## src/rtl/qfu_pkg.sv

```systemverilog
package qfu_pkg;

  typedef enum logic [2:0] {
    EXC_NONE  = 3'd0,
    EXC_ISEG  = 3'd1,
    EXC_DSEG  = 3'd2,
    EXC_ISTOR = 3'd3,
    EXC_DSTOR = 3'd4
  } excCode_e;

  localparam logic [1:0] ACC_WRITE = 2'd1;
  localparam logic [1:0] ACC_FETCH = 2'd2;

  typedef struct packed {
    logic     fire;
    logic     ldAddr;
    logic     ldStatus;
    logic     errFromCause;
    logic     setStore;
    excCode_e code;
  } ctrlStrobes_t;

endpackage

```

## src/rtl/qfu_ctrl.sv

```systemverilog
module qfu_ctrl
  import qfu_pkg::*;
#(
  parameter int ID_W = 32
) (
  input  logic [1:0]    quadrant,
  input  logic          accessValid,
  input  logic [1:0]    accessType,
  input  logic          virtMode,
  input  logic          storFault,
  input  logic [ID_W-1:0] partIdReg,
  input  logic [ID_W-1:0] procIdReg,
  output logic [ID_W-1:0] selPartId,
  output logic [ID_W-1:0] selProcId,
  output logic          idValid,
  output ctrlStrobes_t  strobes
);

  logic isFetch;
  logic isStore;
  logic legalQuad;
  logic segFault;
  logic stoFault;

  assign isFetch   = (accessType == ACC_FETCH);
  assign isStore   = (accessType == ACC_WRITE);
  assign legalQuad = (quadrant == 2'd0) || (quadrant == 2'd3);
  assign segFault  = accessValid && virtMode && !legalQuad;
  assign stoFault  = accessValid && virtMode && legalQuad && storFault;

  always_comb begin
    idValid   = virtMode && legalQuad;
    selPartId = idValid ? partIdReg : '0;
    selProcId = (virtMode && quadrant == 2'd0) ? procIdReg : '0;
  end

  always_comb begin
    strobes = '0;
    strobes.code = EXC_NONE;
    if (segFault) begin
      strobes.fire   = 1'b1;
      strobes.code   = isFetch ? EXC_ISEG : EXC_DSEG;
      strobes.ldAddr = !isFetch;
    end else if (stoFault) begin
      strobes.fire = 1'b1;
      if (isFetch) begin
        strobes.code         = EXC_ISTOR;
        strobes.errFromCause = 1'b1;
      end else begin
        strobes.code     = EXC_DSTOR;
        strobes.ldAddr   = 1'b1;
        strobes.ldStatus = 1'b1;
        strobes.setStore = isStore;
      end
    end
  end

endmodule

```

## src/rtl/qfu_dpath.sv

```systemverilog
module qfu_dpath
  import qfu_pkg::*;
#(
  parameter int ADDR_W    = 64,
  parameter int CAUSE_W   = 32,
  parameter int STORE_BIT = 25
) (
  input  logic               clk,
  input  logic               rstN,
  input  ctrlStrobes_t       strobes,
  input  logic [ADDR_W-1:0]  effAddr,
  input  logic [CAUSE_W-1:0] faultCause,
  output logic               excStrobe,
  output logic [2:0]         excCode,
  output logic [ADDR_W-1:0]  dataAddr,
  output logic [CAUSE_W-1:0] dataStatus,
  output logic [CAUSE_W-1:0] errCode
);

  localparam logic [CAUSE_W-1:0] STORE_MASK = CAUSE_W'(1) << STORE_BIT;

  logic [CAUSE_W-1:0] statusNext;
  assign statusNext = faultCause | (strobes.setStore ? STORE_MASK : '0);

  always_ff @(posedge clk) begin
    if (!rstN) begin
      excStrobe  <= 1'b0;
      excCode    <= 3'd0;
      dataAddr   <= '0;
      dataStatus <= '0;
      errCode    <= '0;
    end else begin
      excStrobe <= strobes.fire;
      if (strobes.fire) begin
        excCode <= strobes.code;
        errCode <= strobes.errFromCause ? faultCause : '0;
      end
      if (strobes.ldAddr)   dataAddr   <= effAddr;
      if (strobes.ldStatus) dataStatus <= statusNext;
    end
  end

endmodule

```

## src/rtl/quad_fault_unit.sv

```systemverilog
module quad_fault_unit
  import qfu_pkg::*;
#(
  parameter int ADDR_W    = 64,
  parameter int ID_W      = 32,
  parameter int CAUSE_W   = 32,
  parameter int STORE_BIT = 25
) (
  input  logic               clk,
  input  logic               rstN,
  input  logic               accessValid,
  input  logic [1:0]         accessType,
  input  logic               virtMode,
  input  logic [ADDR_W-1:0]  effAddr,
  input  logic [ID_W-1:0]    partIdReg,
  input  logic [ID_W-1:0]    procIdReg,
  input  logic               storFault,
  input  logic [CAUSE_W-1:0] faultCause,
  output logic [ID_W-1:0]    selPartId,
  output logic [ID_W-1:0]    selProcId,
  output logic               idValid,
  output logic               excStrobe,
  output logic [2:0]         excCode,
  output logic [ADDR_W-1:0]  dataAddr,
  output logic [CAUSE_W-1:0] dataStatus,
  output logic [CAUSE_W-1:0] errCode
);

  ctrlStrobes_t strobes;

  qfu_ctrl #(.ID_W(ID_W)) u_ctrl (
    .quadrant   (effAddr[ADDR_W-1 -: 2]),
    .accessValid(accessValid),
    .accessType (accessType),
    .virtMode   (virtMode),
    .storFault  (storFault),
    .partIdReg  (partIdReg),
    .procIdReg  (procIdReg),
    .selPartId  (selPartId),
    .selProcId  (selProcId),
    .idValid    (idValid),
    .strobes    (strobes)
  );

  qfu_dpath #(.ADDR_W(ADDR_W), .CAUSE_W(CAUSE_W), .STORE_BIT(STORE_BIT)) u_dpath (
    .clk       (clk),
    .rstN      (rstN),
    .strobes   (strobes),
    .effAddr   (effAddr),
    .faultCause(faultCause),
    .excStrobe (excStrobe),
    .excCode   (excCode),
    .dataAddr  (dataAddr),
    .dataStatus(dataStatus),
    .errCode   (errCode)
  );

endmodule

```

## config.mk

```make
export PLATFORM = sky130hd
export DESIGN_NAME = quad_fault_unit
export DESIGN_NICKNAME = d
export VERILOG_FILES = /design/src/rtl/qfu_pkg.sv /design/src/rtl/qfu_ctrl.sv /design/src/rtl/qfu_dpath.sv /design/src/rtl/quad_fault_unit.sv
export SDC_FILE = /design/constraint.sdc
export NUM_CORES = 1
export LEC_CHECK = 0
export ABC_AREA = 1
export BUFFER_PORTS_ARGS = -buffer_cell sky130_fd_sc_hd__buf_2
export CORE_MARGIN = 2
export CORE_UTILIZATION = 30
export CTS_BUF_LIST = sky130_fd_sc_hd__clkbuf_8
export CTS_CLUSTER_DIAMETER = 100
export DETAILED_ROUTE_END_ITERATION = 10
export PLACE_DENSITY = 0.56
export SYNTH_ARGS = -nofsm -noshare
export SYNTH_HDL_FRONTEND = slang
export SYNTH_SLANG_ARGS = --single-unit
```

## constraint.sdc

```tcl
create_clock -name clk -period 2 [get_ports clk]
set_clock_uncertainty 0.2 [all_clocks]
set_input_delay 0.4 -clock clk [delete_from_list [all_inputs] [get_ports clk]]
set_output_delay 0.4 -clock clk [all_outputs]
set_load 0.05 [all_outputs]
```

=== Yosys cells after proc, flatten, opt, wreduce, memory -nomap -nowiden ===
Index checks and enable logic that the tools add are counted.

* Register bits: 132
* Input bits: 167

* Equality and inequality tests: 3
* Muxes and demuxes: 13
* Bitwise operators: 1
* Reductions and logical operators: 10

{| class="wikitable"
|+ Operators by type and width
! operator !! count
|-
| 2-to-1 mux 32 bit || 3
|-
| bitwise OR 32 bit || 1
|-
| 2-to-1 mux 26 bit || 1
|-
| 2-to-1 mux 3 bit || 3
|-
| 2-to-1 mux 8 bit || 1
|-
| logical AND 1 bit || 6
|-
| 2-to-1 mux 2 bit || 3
|-
| == test 2 bit, second input constant || 2
|-
| == test 2 x 1 -> 1 bit, second input constant || 1
|-
| logical NOT 1 bit || 2
|-
| logical NOT 2 bit || 1
|-
| 2-to-1 mux 1 bit || 2
|-
| logical OR 1 bit || 1
|}

=== Depth between registers and ports, before layout ===
Gate-level depths: netlist of the first run.

* Word-level depth: 8
* Gate-level depth with buffers: 9
* Depth with buffers taken out: 9

=== Modules after synthesis ===
From an unflattened synthesis of the first run, not the netlist that was laid out.

* Cell total of the unflattened synthesis: 738
* Area, all modules: 5550.3 um^2

{| class="wikitable"
|+ Modules (own cells, without submodules)
! module !! instances !! cells each !! area an instance (um^2)
|-
| qfu_dpath || 1 || 576 || 4892.2
|-
| qfu_ctrl || 1 || 162 || 658.1
|}

=== Worst setup path after synthesis of the first run ===
No wires, ideal clock.

* Path type: input -> output
* Start: input port effAddr[62]
* End: output port selPartId[10]
* Data arrival time: 1.863 ns
* Required time: 1.400 ns
* Path slack: -0.463 ns
* Cell stages on the path: 6
* Buffers on the path: 1
* Cells stage by stage: inv_1 > ha_1 > inv_1 > nand2_1 > clkbuf_1 > nor2_1

* Word-level cells in the longest chain between the ends: 4
* Elaborated cells between the ends (all ways): 5

{| class="wikitable"
|+ Ends and longest elaborated chain
! element !! line !! source
|-
| start, declared || quad_fault_unit.sv:14 || <nowiki>input logic [ADDR_W-1:0] effAddr,</nowiki>
|-
| == test 2 bit or logical NOT 2 bit (tied branches) || qfu_ctrl.sv:27 || <nowiki>assign legalQuad = (quadrant == 2'd0) || (quadrant == 2'd3);</nowiki>
|-
| logical OR 1 bit (*) || qfu_ctrl.sv:27 ||
|-
| logical AND 1 bit (*) || qfu_ctrl.sv:32 || <nowiki>idValid = virtMode && legalQuad;</nowiki>
|-
| 2-to-1 mux 32 bit (*) || qfu_ctrl.sv:33 || <nowiki>selPartId = idValid ? partIdReg : '0;</nowiki>
|-
| end, declared || quad_fault_unit.sv:19 || <nowiki>output logic [ID_W-1:0] selPartId,</nowiki>
|}

Every way passes the cells marked *; elsewhere a longest branch is shown, timed or not.

=== Worst setup path after layout of the first run ===
* Start: input port effAddr[63]
* End: output port selPartId[21]

The elaborated chain is that of the path after synthesis.

==> results.json, run 1 <==
{
  "grt_util_all_layers_pct": 20.1,
  "synth_area_leaders": "dfxtp_1, nor2_1, nand3_1, inv_1, nand2_1",
  "yosys_warnings": 0,
  "grt_max_degree": 65,
  "met3_length_um": 1820,
  "final_nets": 1409,
  "grt_pass1_vias": 6214,
  "areaGrowthSynthToFinish_pct": 60.1,
  "setup_viol": 0,
  "synth_top_family_by_area": "simple AND/OR/NAND/NOR gates",
  "fin_crit_ps": 1960,
  "htree_levels": 4,
  "clock-root-buffer": "clkbuf_8",
  "syn_area_sq_mm": 0.00572,
  "cp-end-kind": "output pin",
  "wl_per_cell_um": 13.9,
  "port-buffer-count": 363,
  "fin_util_pct": 48.9,
  "vias": 6595,
  "relSlewSlack_pct": 80.3,
  "fill_cells": 1942,
  "synth_compound_area_share_pct": 6.06,
  "gr-total-overflow": 0,
  "ctsLongestPathBuffers": 2,
  "layout_commonest_cell": "buf_2",
  "initial_utilization_pct": 30.6,
  "r2r-start": "u_dpath.errCode[18]",
  "instances_no_fill": 1488,
  "min_path_type": "in -> reg",
  "post-cts-setup-buffers": 0,
  "vdd_ir_drop_max_v": 0.000584,
  "via_per_inst": 4.43,
  "wl_met1_um": 8950,
  "synthAdderAreaFrac_pct": 0.219,
  "hold-path-endpoint": "u_dpath.errCode[24]",
  "hold_path.startpoint": "faultCause[24]",
  "clk_pin_slew_ps": 80,
  "setup_ws_ps": 39.8,
  "crit_type": "in -> out",
  "dr_wl_met2_um": 9540,
  "dr.pass1.iters": 4,
  "drive_gt1_share_pct": 37.5,
  "finalHoldViolations": 0,
  "leakage_nw": 4.88,
  "top_layer": "met5",
  "whs_path_depth": 3,
  "period_share_pct": 98.0,
  "synth_top_area_share_pct": 46.2,
  "die_x_um": 142,
  "reg2reg_depth": 2,
  "rrSetupSlack_ps": 1160,
  "wl_um": 20800,
  "cts.sinks": 132,
  "rows": 50,
  "worst_pin_slew_ps": 296,
  "ios": 364,
  "syn_nets": 1035,
  "cp.arrival_ps": 1360,
  "whs_ps": 28.4,
  "grt_pass1_wl_um": 32400,
  "avgSynthCellArea_sq_um": 6.59,
  "die_h_um": 142,
  "cts_buffers": 17,
  "drtAntennaViolNets": 0,
  "cp_max_fo": 8,
  "rsz0062_at_grt": "no",
  "synth-simple-area-share_pct": 33.8,
  "startpoint_type": "input port",
  "status": "finished clean",
  "required_ps": 1400,
  "antenna_found_initial": 2,
  "final_cell_mix": "buf_2, nor2_1, inv_1",
  "place_congestion": 0.771,
  "design_power_total_w": 0.00684,
  "clock_latency_ps": 440,
  "dp_slack_ps": -155,
  "ys_seq_area_share_pct": 46.2,
  "ys_ff_latch": 132,
  "ys_types": 16,
  "synth_cells": 867,
  "cts_tree": "yes",
  "drt_iter0_drc": 273,
  "maxCapViolCount": 0,
  "yosys.area.top_type": "dfxtp_1",
  "drc_errors": 0,
  "dp_cells": 1435,
  "maxSlewViolCount": 0,
  "coreArea_sq_mm": 0.0187,
  "fp.dieArea_sq_mm": 0.0202,
  "synthMuxAreaShare_pct": 0,
  "hpwlAfterDp_um": 14900,
  "worstReg2RegEnd": "u_dpath.errCode[18]",
  "power_density_mw_per_mm2": 748,
  "synth-xor-area-share_pct": 0,
  "fmax_ghz": 0.510
}
==> what timing repair did <==
item / CTS / global route
setup endpoints to repair: 35 / 41
gates resized for setup: 70 / 12
hold buffers: 20 / 0
cloned: 1 / 0
pin swaps: 0 / 2
endpoints found under the hold margin: 28 / 0
==> per-stage QoR <==
step / instance area, sq um / TNS (ps)
final: 9150 / 0
after global routing: 9150 / 0
after CTS: 9100 / 0
after detailed placement: 8230 / -10690
after global placement: 8230 / -6750
after floorplan: 6020 / -5530
==> synthesized netlist by cell type (all sizes together) <==
cell type  number
a21oi          65
buf            25
nand2         137
inv           137
dfxtp         132
nor2          203
o21bai          1
nand3         129
o21ai           2
clkinv          1
ha              1
clkbuf         34
==> layer usage <==
| layer | vias to the layer above | track usage [%] |
|---|---|---|
| met5 | - | 0 |
| met4 | 2 | 6.58 |
| met3 | 29 | 7.57 |
| met2 | 238 | 31.9 |
| met1 | 2957 | 25.3 |
| li1 | 3369 | - |
==> kinds of logic after synthesis <==
logic type	count (synthesis)
compound gates	68
fa+ha+maj	1
buf+inv	197
flops	132
simple gates	469
==> worst max-delay path by stage <==
| stage | end | startpoint | slack (ps) |
|---|---|---|---|
| floorplan | selProcId[10] | effAddr[62] | -140 |
| global placement | selPartId[21] | effAddr[62] | -130 |
| CTS | selPartId[10] | effAddr[62] | 10 |
| finish | selPartId[21] | effAddr[63] | 40 |
| detailed placement | selPartId[10] | effAddr[62] | -160 |
| global route | selPartId[0] | effAddr[63] | 4 |
==> power by group <==
part | internal, W | leakage [nW] | switching (W)
logic | 0.000530 | 3.60 | 0.00111
registers | 0.00273 | 1.07 | 0.0000482
clock network | 0.00134 | 0.214 | 0.00108
total | 0.00461 | 4.88 | 0.00224
==> sequential cells by signal (all words and copies together) (netlist names) <==
register / count
u_dpath.dataAddr: 64
u_dpath.dataStatus: 32
u_dpath.errCode: 32
u_dpath.excCode: 3
u_dpath.excStrobe: 1
==> critical path, cell delays in order <==
cell,delay [ps]
buf_6,100
inv_4,50
ha_4,210
inv_4,80
nand2_8,80
buf_12,160
nor2_4,110
buf_6,160
==> cell type report <==
type / instances / area [sq um] / share of cell area [%]
diodes: 1 / 2.50 / 0.0273
multi-input cells: 538 / 2600 / 28.4
repair buffers: 414 / 2660 / 29.1
clock buffers: 17 / 234 / 2.56
well taps: 234 / 293 / 3.20
flip-flops and latches: 132 / 2640 / 28.9
inverters: 138 / 526 / 5.74
clock inverters: 14 / 188 / 2.05
Power figures use the tool's default switching activity.
==> inputs of run 2 (changes only) <==
--- a/config.mk
+++ b/config.mk
@@ -5,14 +5,13 @@
 export SDC_FILE = /design/constraint.sdc
 export NUM_CORES = 1
 export LEC_CHECK = 0
-export ABC_AREA = 1
 export BUFFER_PORTS_ARGS = -buffer_cell sky130_fd_sc_hd__buf_2
 export CORE_MARGIN = 2
 export CORE_UTILIZATION = 30
 export CTS_BUF_LIST = sky130_fd_sc_hd__clkbuf_8
 export CTS_CLUSTER_DIAMETER = 100
 export DETAILED_ROUTE_END_ITERATION = 10
-export PLACE_DENSITY = 0.56
+export PLACE_DENSITY = 0.58
 export SYNTH_ARGS = -nofsm -noshare
 export SYNTH_HDL_FRONTEND = slang
 export SYNTH_SLANG_ARGS = --single-unit
==> run 2 against run 1 <==
  * The flow now finishes with violations (setup timing)
  * Cell count is 12% lower
  * Maximum frequency is 4.9% lower
  * Worst setup slack worse by 100 ps
  * First-iteration DRC count is 5.5% lower
  * Critical endpoint is now selPartId[17]
  * Largest cell class unchanged
  * Largest power group unchanged
==> results.json, run 2 <==
{
  "power_density_mw_per_mm2": 692,
  "worst_path_max_delay_cell": "ha_4",
  "reg_top3": "u_dpath.dataAddr (64), u_dpath.dataStatus (32), u_dpath.errCode (32)",
  "rrSetupSlack_ps": 1070,
  "drc_errors": 0,
  "whs_path_depth": 3,
  "coreArea_sq_mm": 0.0186,
  "fmax_ghz": 0.485,
  "synth_most_common_cell": "nand2_1",
  "yosys_warnings": 0,
  "failed_checks": "setup timing",
  "maxSlewViolCount": 0,
  "hpwlAfterDp_um": 14500,
  "clk_pin_slew_ps": 80,
  "cts.sinks": 132,
  "worst_pin_slew_ps": 522,
  "required_ps": 1400,
  "setup_ws_ps": -61.8,
  "ys_types": 26,
  "design_power_total_w": 0.00666,
  "clock_latency_ps": 430,
  "grt_util_all_layers_pct": 20.5,
  "ctsLongestPathBuffers": 2,
  "drive_gt1_share_pct": 42.6,
  "die_h_um": 141,
  "rows": 50,
  "fp.dieArea_sq_mm": 0.0199,
  "dr.pass1.iters": 4,
  "ys_ff_latch": 132,
  "relSlewSlack_pct": 65.2,
  "wl_met1_um": 8150,
  "min_path_type": "in -> reg",
  "grt_pass1_vias": 6097,
  "die_x_um": 141,
  "fin_crit_ps": 2060,
  "fin_area_sq_mm": 0.00961,
  "grt_pass1_wl_um": 32000,
  "reg2reg_depth": 2,
  "status": "finished, violations left",
  "wl_per_cell_um": 16.2,
  "period_share_pct": 103,
  "whs_ps": 42.6,
  "maxCapViolCount": 0,
  "ys_seq_area_share_pct": 46.9,
  "htree_levels": 4,
  "path_delay_family": "buffers and inverters",
  "cp-end-kind": "output pin",
  "synth_top_area_share_pct": 46.9,
  "grt_max_degree": 96,
  "via_per_inst": 4.63,
  "synth_edf_count": 0,
  "finalHoldViolations": 0,
  "place_congestion": 0.784,
  "areaGrowthSynthToFinish_pct": 70.8,
  "syn_nets": 793,
  "slowest_delay_ps": 210,
  "layout_commonest_cell": "buf_2",
  "wl_um": 21300,
  "gr-total-overflow": 0,
  "synthAdderAreaFrac_pct": 0.222,
  "cts_buffers": 17,
  "synth-simple-area-share_pct": 23.7,
  "cp.arrival_ps": 1460,
  "regMostFlops": "u_dpath.dataAddr",
  "synth_cells": 625,
  "syn_area_sq_mm": 0.00563,
  "cp_max_fo": 9,
  "synth-xor-area-share_pct": 0,
  "synth_area_leaders": "dfxtp_1, mux2i_1, nand2_1, a32oi_1, and2_1",
  "drt_iter0_drc": 258,
  "final_cell_mix": "buf_2, nand2_1, dfxtp_1",
  "ios": 364,
  "synthMuxAreaShare_pct": 17.2,
  "crit_cells": 8,
  "synth_ff_type": "dfxtp_1",
  "initial_utilization_pct": 30.3,
  "yosys.area.top_type": "dfxtp_1",
  "placed_cell_area_sq_mm": 0.00784,
  "top_layer": "met5",
  "synth_compound_area_share_pct": 5.71,
  "dr_wl_met2_um": 10800,
  "leakage_nw": 4.67,
  "synth_top_family_by_area": "simple AND/OR/NAND/NOR gates",
  "rsz0062_at_grt": "yes",
  "antenna_found_initial": 2,
  "clock-root-buffer": "clkbuf_8",
  "avgSynthCellArea_sq_um": 9.01,
  "cts_tree": "yes",
  "async_flop_share_pct": 0,
  "final_nets": 1236,
  "setup_viol": 32,
  "path_cells": "buf_8, inv_4, ha_4, nor2b_4, buf_12, buf_12, and2_4, buf_8",
  "drtAntennaViolNets": 0,
  "largest_reg_flops": 64,
  "crit_type": "in -> out",
  "met3_length_um": 1330,
  "vias": 6092,
  "port-buffer-count": 363,
  "synthTopCellsByCount": "nand2_1, dfxtp_1, mux2i_1, clkbuf_1",
  "vdd_ir_drop_max_v": 0.000334,
  "cp_num_buf_inv": 5,
  "startpoint_type": "input port",
  "diodes": 0
}
## run 2: changes by cell type in the layout (fill, tap and decap cells not counted), sizes merged, moves of 32 or more
cell | previous run | this run
a32oi | 0 | 32
mux2i | 0 | 97
and3 | 0 | 32
and2 | 0 | 33
nand2 | 137 | 192
nand3 | 129 | 1
inv | 140 | 12
dlygate4sd3 | 20 | 91
a21oi | 65 | 0
nor2 | 203 | 34
## run 2: timing repair
item,4_1_cts,5_1_grt
cloned,1,2
hold buffers,91,0
resized for setup,104,11
hold endpoints to repair,100,0
setup buffers,1,0
setup endpoints to repair,47,43
pin swaps,5,7
## run 2: per-layer routing
layer / up-vias / global-route usage, %
met1: 2799 / 22.2
met4: 4 / 11.0
met3: 56 / 5.64
li1: 2970 / -
met5: - / 0
met2: 263 / 36.5
## run 2: final timing paths
kind,end,startpoint
hold reg to reg,u_dpath.dataAddr[38],u_dpath.dataAddr[38]
setup reg to reg,u_dpath.dataAddr[6],u_dpath.dataAddr[6]
setup / recovery,selPartId[17],effAddr[62]
hold / removal,u_dpath.dataStatus[4],faultCause[4]
## run 2: metrics by stage
step	worst slack (ps)	TNS [ps]	instances	utilization, %
6_report	-61.8	-1510	1315	51.7
5_1_grt	-98.7	-2730	1315	51.7
4_1_cts	-66.9	-1280	1313	51.4
3_5_place_dp	-228	-17450	1188	42.2
3_3_place_gp	-222	-15960	1188	42.2
2_1_floorplan	-1.26	-25.3	625	-
## run 2: final cells by class
type | instances | area [sq um]
fill | 1699 | 8970
sequential | 132 | 2640
tap | 234 | 293
inverter | 3 | 13.8
clock buffer | 17 | 234
clock inverter | 15 | 179
multi-input combinational | 434 | 2740
timing repair buffer | 480 | 3510
## run 2: power breakdown
group | internal (W) | leakage [nW] | switching (W) | total [W]
logic | 0.000634 | 3.40 | 0.000913 | 0.00155
clock network | 0.00116 | 0.205 | 0.00121 | 0.00237
registers | 0.00270 | 1.07 | 0.0000375 | 0.00274
total | 0.00450 | 4.67 | 0.00216 | 0.00666
## run 2: cells by family (layout without fill, tap and decap cells)
kind of cell    Yosys count  in the layout
buf+inv                  59            515
compound gates           36             36
mux                      97             97
flops                   132            132
fa+ha+maj                 1              1
simple gates            300            300
## run 2: worst register-to-register path: stages, from the launching register on
cell     delay (ps)
dfxtp_1         360
nand2_1          90
mux2i_1         190
==> inputs of run 3 (changes only) <==
--- a/config.mk
+++ b/config.mk
@@ -8,7 +8,6 @@
 export BUFFER_PORTS_ARGS = -buffer_cell sky130_fd_sc_hd__buf_2
 export CORE_MARGIN = 2
 export CORE_UTILIZATION = 30
-export CTS_BUF_LIST = sky130_fd_sc_hd__clkbuf_8
 export CTS_CLUSTER_DIAMETER = 100
 export DETAILED_ROUTE_END_ITERATION = 10
 export PLACE_DENSITY = 0.58
==> run 3 against run 2 <==
  * The flow still finishes with violations (setup timing)
  * First-iteration DRC count down 10%
  * Worst setup slack about the same
  * Non-clock buffer count decreased by 91
  * Largest power group is now the clock network
==> results.json, run 3 (synthesis gave the netlist of run 2 again) <==
{
  "die_x_um": 141,
  "period_share_pct": 103,
  "areaGrowthSynthToFinish_pct": 58.0,
  "cp_max_fo": 9,
  "ios": 364,
  "switchingPower_w": 0.00223,
  "clock-root-buffer": "clkbuf_16",
  "htree_levels": 4,
  "rows": 50,
  "wl_um": 19800,
  "clk_pin_slew_ps": 60,
  "finalHoldViolations": 0,
  "cp.arrival_ps": 1460,
  "coreArea_sq_mm": 0.0186,
  "min_path_type": "in -> reg",
  "drt_iter0_drc": 231,
  "multiInputGateArea_sq_mm": 0.00274,
  "vias": 5648,
  "whs_ps": 24.4,
  "ctsLongestPathBuffers": 2,
  "via_per_inst": 4.61,
  "cts_tree": "yes",
  "required_ps": 1400,
  "pwr-share-seq_pct": 37.4,
  "dr.pass1.iters": 6,
  "switching_share_pct": 30.3,
  "hpwlAfterDp_um": 14500,
  "wl_per_cell_um": 16.2,
  "largest_reg_flops": 64,
  "drtAntennaViolNets": 0,
  "failed_checks": "setup timing",
  "fp.dieArea_sq_mm": 0.0199,
  "vdd_ir_drop_max_v": 0.000509,
  "worst_path_max_delay_cell": "ha_4",
  "maxCapViolCount": 0,
  "place_congestion": 0.784,
  "slowest_delay_ps": 210,
  "grt_pass1_wl_um": 29400,
  "final_cell_mix": "buf_2, nand2_1, dfxtp_1",
  "grt_pass1_vias": 5468,
  "reg_top3": "u_dpath.dataAddr (64), u_dpath.dataStatus (32), u_dpath.errCode (32)",
  "rsz0062_at_grt": "yes",
  "fin_crit_ps": 2060,
  "startpoint_type": "input port",
  "status": "finished, violations left",
  "fmax_ghz": 0.485,
  "setup_viol": 32,
  "relSlewSlack_pct": 65.2,
  "cts.sinks": 132,
  "cts_buffers": 17,
  "maxSlewViolCount": 0,
  "power_frac_clock_pct": 43.6,
  "path_cells": "buf_8, inv_4, ha_4, nor2b_4, buf_12, buf_12, and2_4, buf_8",
  "drc_errors": 0,
  "p_comb_share_pct": 19.0,
  "fill_cells": 1787,
  "gr-total-overflow": 0,
  "port-buffer-count": 363,
  "design_power_total_w": 0.00734,
  "grt_util_all_layers_pct": 19.0,
  "holdBufCountCts": 0,
  "leakage_nw": 4.38,
  "initial_utilization_pct": 30.3,
  "setup_ws_ps": -61.6,
  "diodes": 0,
  "power_density_mw_per_mm2": 826,
  "worst_pin_slew_ps": 522,
  "clock_latency_ps": 410,
  "internal_power_w": 0.00512,
  "final_nets": 1145,
  "regArea_sq_mm": 0.00264,
  "die_h_um": 141,
  "cp-end-kind": "output pin",
  "drive_gt1_share_pct": 46.6,
  "grt_max_degree": 96,
  "antenna_found_initial": 2,
  "layout_commonest_cell": "buf_2",
  "crit_type": "in -> out",
  "regMostFlops": "u_dpath.dataAddr"
}
[run 3: cell count changes in the layout (fill, tap and decap cells not counted), sizes merged]
cell / delta
dlygate4sd3: -91
[run 3: path summary, 6_finish.rpt]
path                             from                   to  slack (ps)  cells past startpoint
hold / removal             effAddr[3]  u_dpath.dataAddr[3]          20                      3
hold reg to reg   u_dpath.dataAddr[0]  u_dpath.dataAddr[0]         250                      2
setup / recovery          effAddr[62]        selPartId[15]         -60                      8
setup reg to reg   u_dpath.excCode[2]   u_dpath.excCode[2]        1110                      2
[run 3: timing repair]
| item | 4_1_cts | 5_1_grt |
|---|---|---|
| endpoints found under the setup margin | 47 | 43 |
| pin swaps | 5 | 7 |
| setup buffers | 1 | 0 |
| gates cloned | 1 | 2 |
| resized for setup | 104 | 11 |
[run 3: cell type report]
type / count / area share (%)
Clock buffer: 17 / 4.78
Clock inverter: 15 / 2.01
Inverter: 3 / 0.155
Multi-Input combinational cell: 434 / 30.9
Sequential cell: 132 / 29.7
Tap cell: 234 / 3.29
Timing Repair Buffer: 389 / 29.2
[run 3: per-stage QoR]
stage                     instances  setup WS [ps]  utilization [%]  setup TNS, ps  cell area [sq um]
after global placement         1188           -222             42.2         -15960               7840
after global routing           1224          -99.1             47.9          -2630               8890
after detailed placement       1188           -228             42.2         -17450               7840
final                          1224          -61.6             47.9          -1510               8890
after floorplan                 625          -1.26                -          -25.3               5730
after CTS                      1222          -67.6             47.5          -1310               8830
[run 3: metal layers]
metal | wire (um) | vias to the layer above | share of wire (%) | track usage [%]
met3 | 1200 | 38 | 6.1 | 5.23
met2 | 10100 | 217 | 51 | 33.9
met1 | 7860 | 2597 | 40 | 21.2
met4 | 617 | 4 | 3.1 | 8.16
li1 | - | 2792 | - | -
met5 | 24 | - | 0.12 | 0
[run 3: power by group through the flow]
stage | Clock [W] | Sequential (W) | Combinational, W
global route | 0.00341 | 0.00275 | 0.00147
CTS | 0.00328 | 0.00274 | 0.00138
global placement | 0 | 0.00280 | 0.00127
floorplan | 0 | 0.00307 | 0.000586
finish | 0.00320 | 0.00274 | 0.00140
detailed placement | 0 | 0.00280 | 0.00127
[run 3: critical path: cells and delay by family]
| kind | cells | cell delay (ps) |
|---|---|---|
| buffers and inverters | 5 | 560 |
| and+or+nand+nor | 2 | 280 |
| adders and majority gates | 1 | 210 |
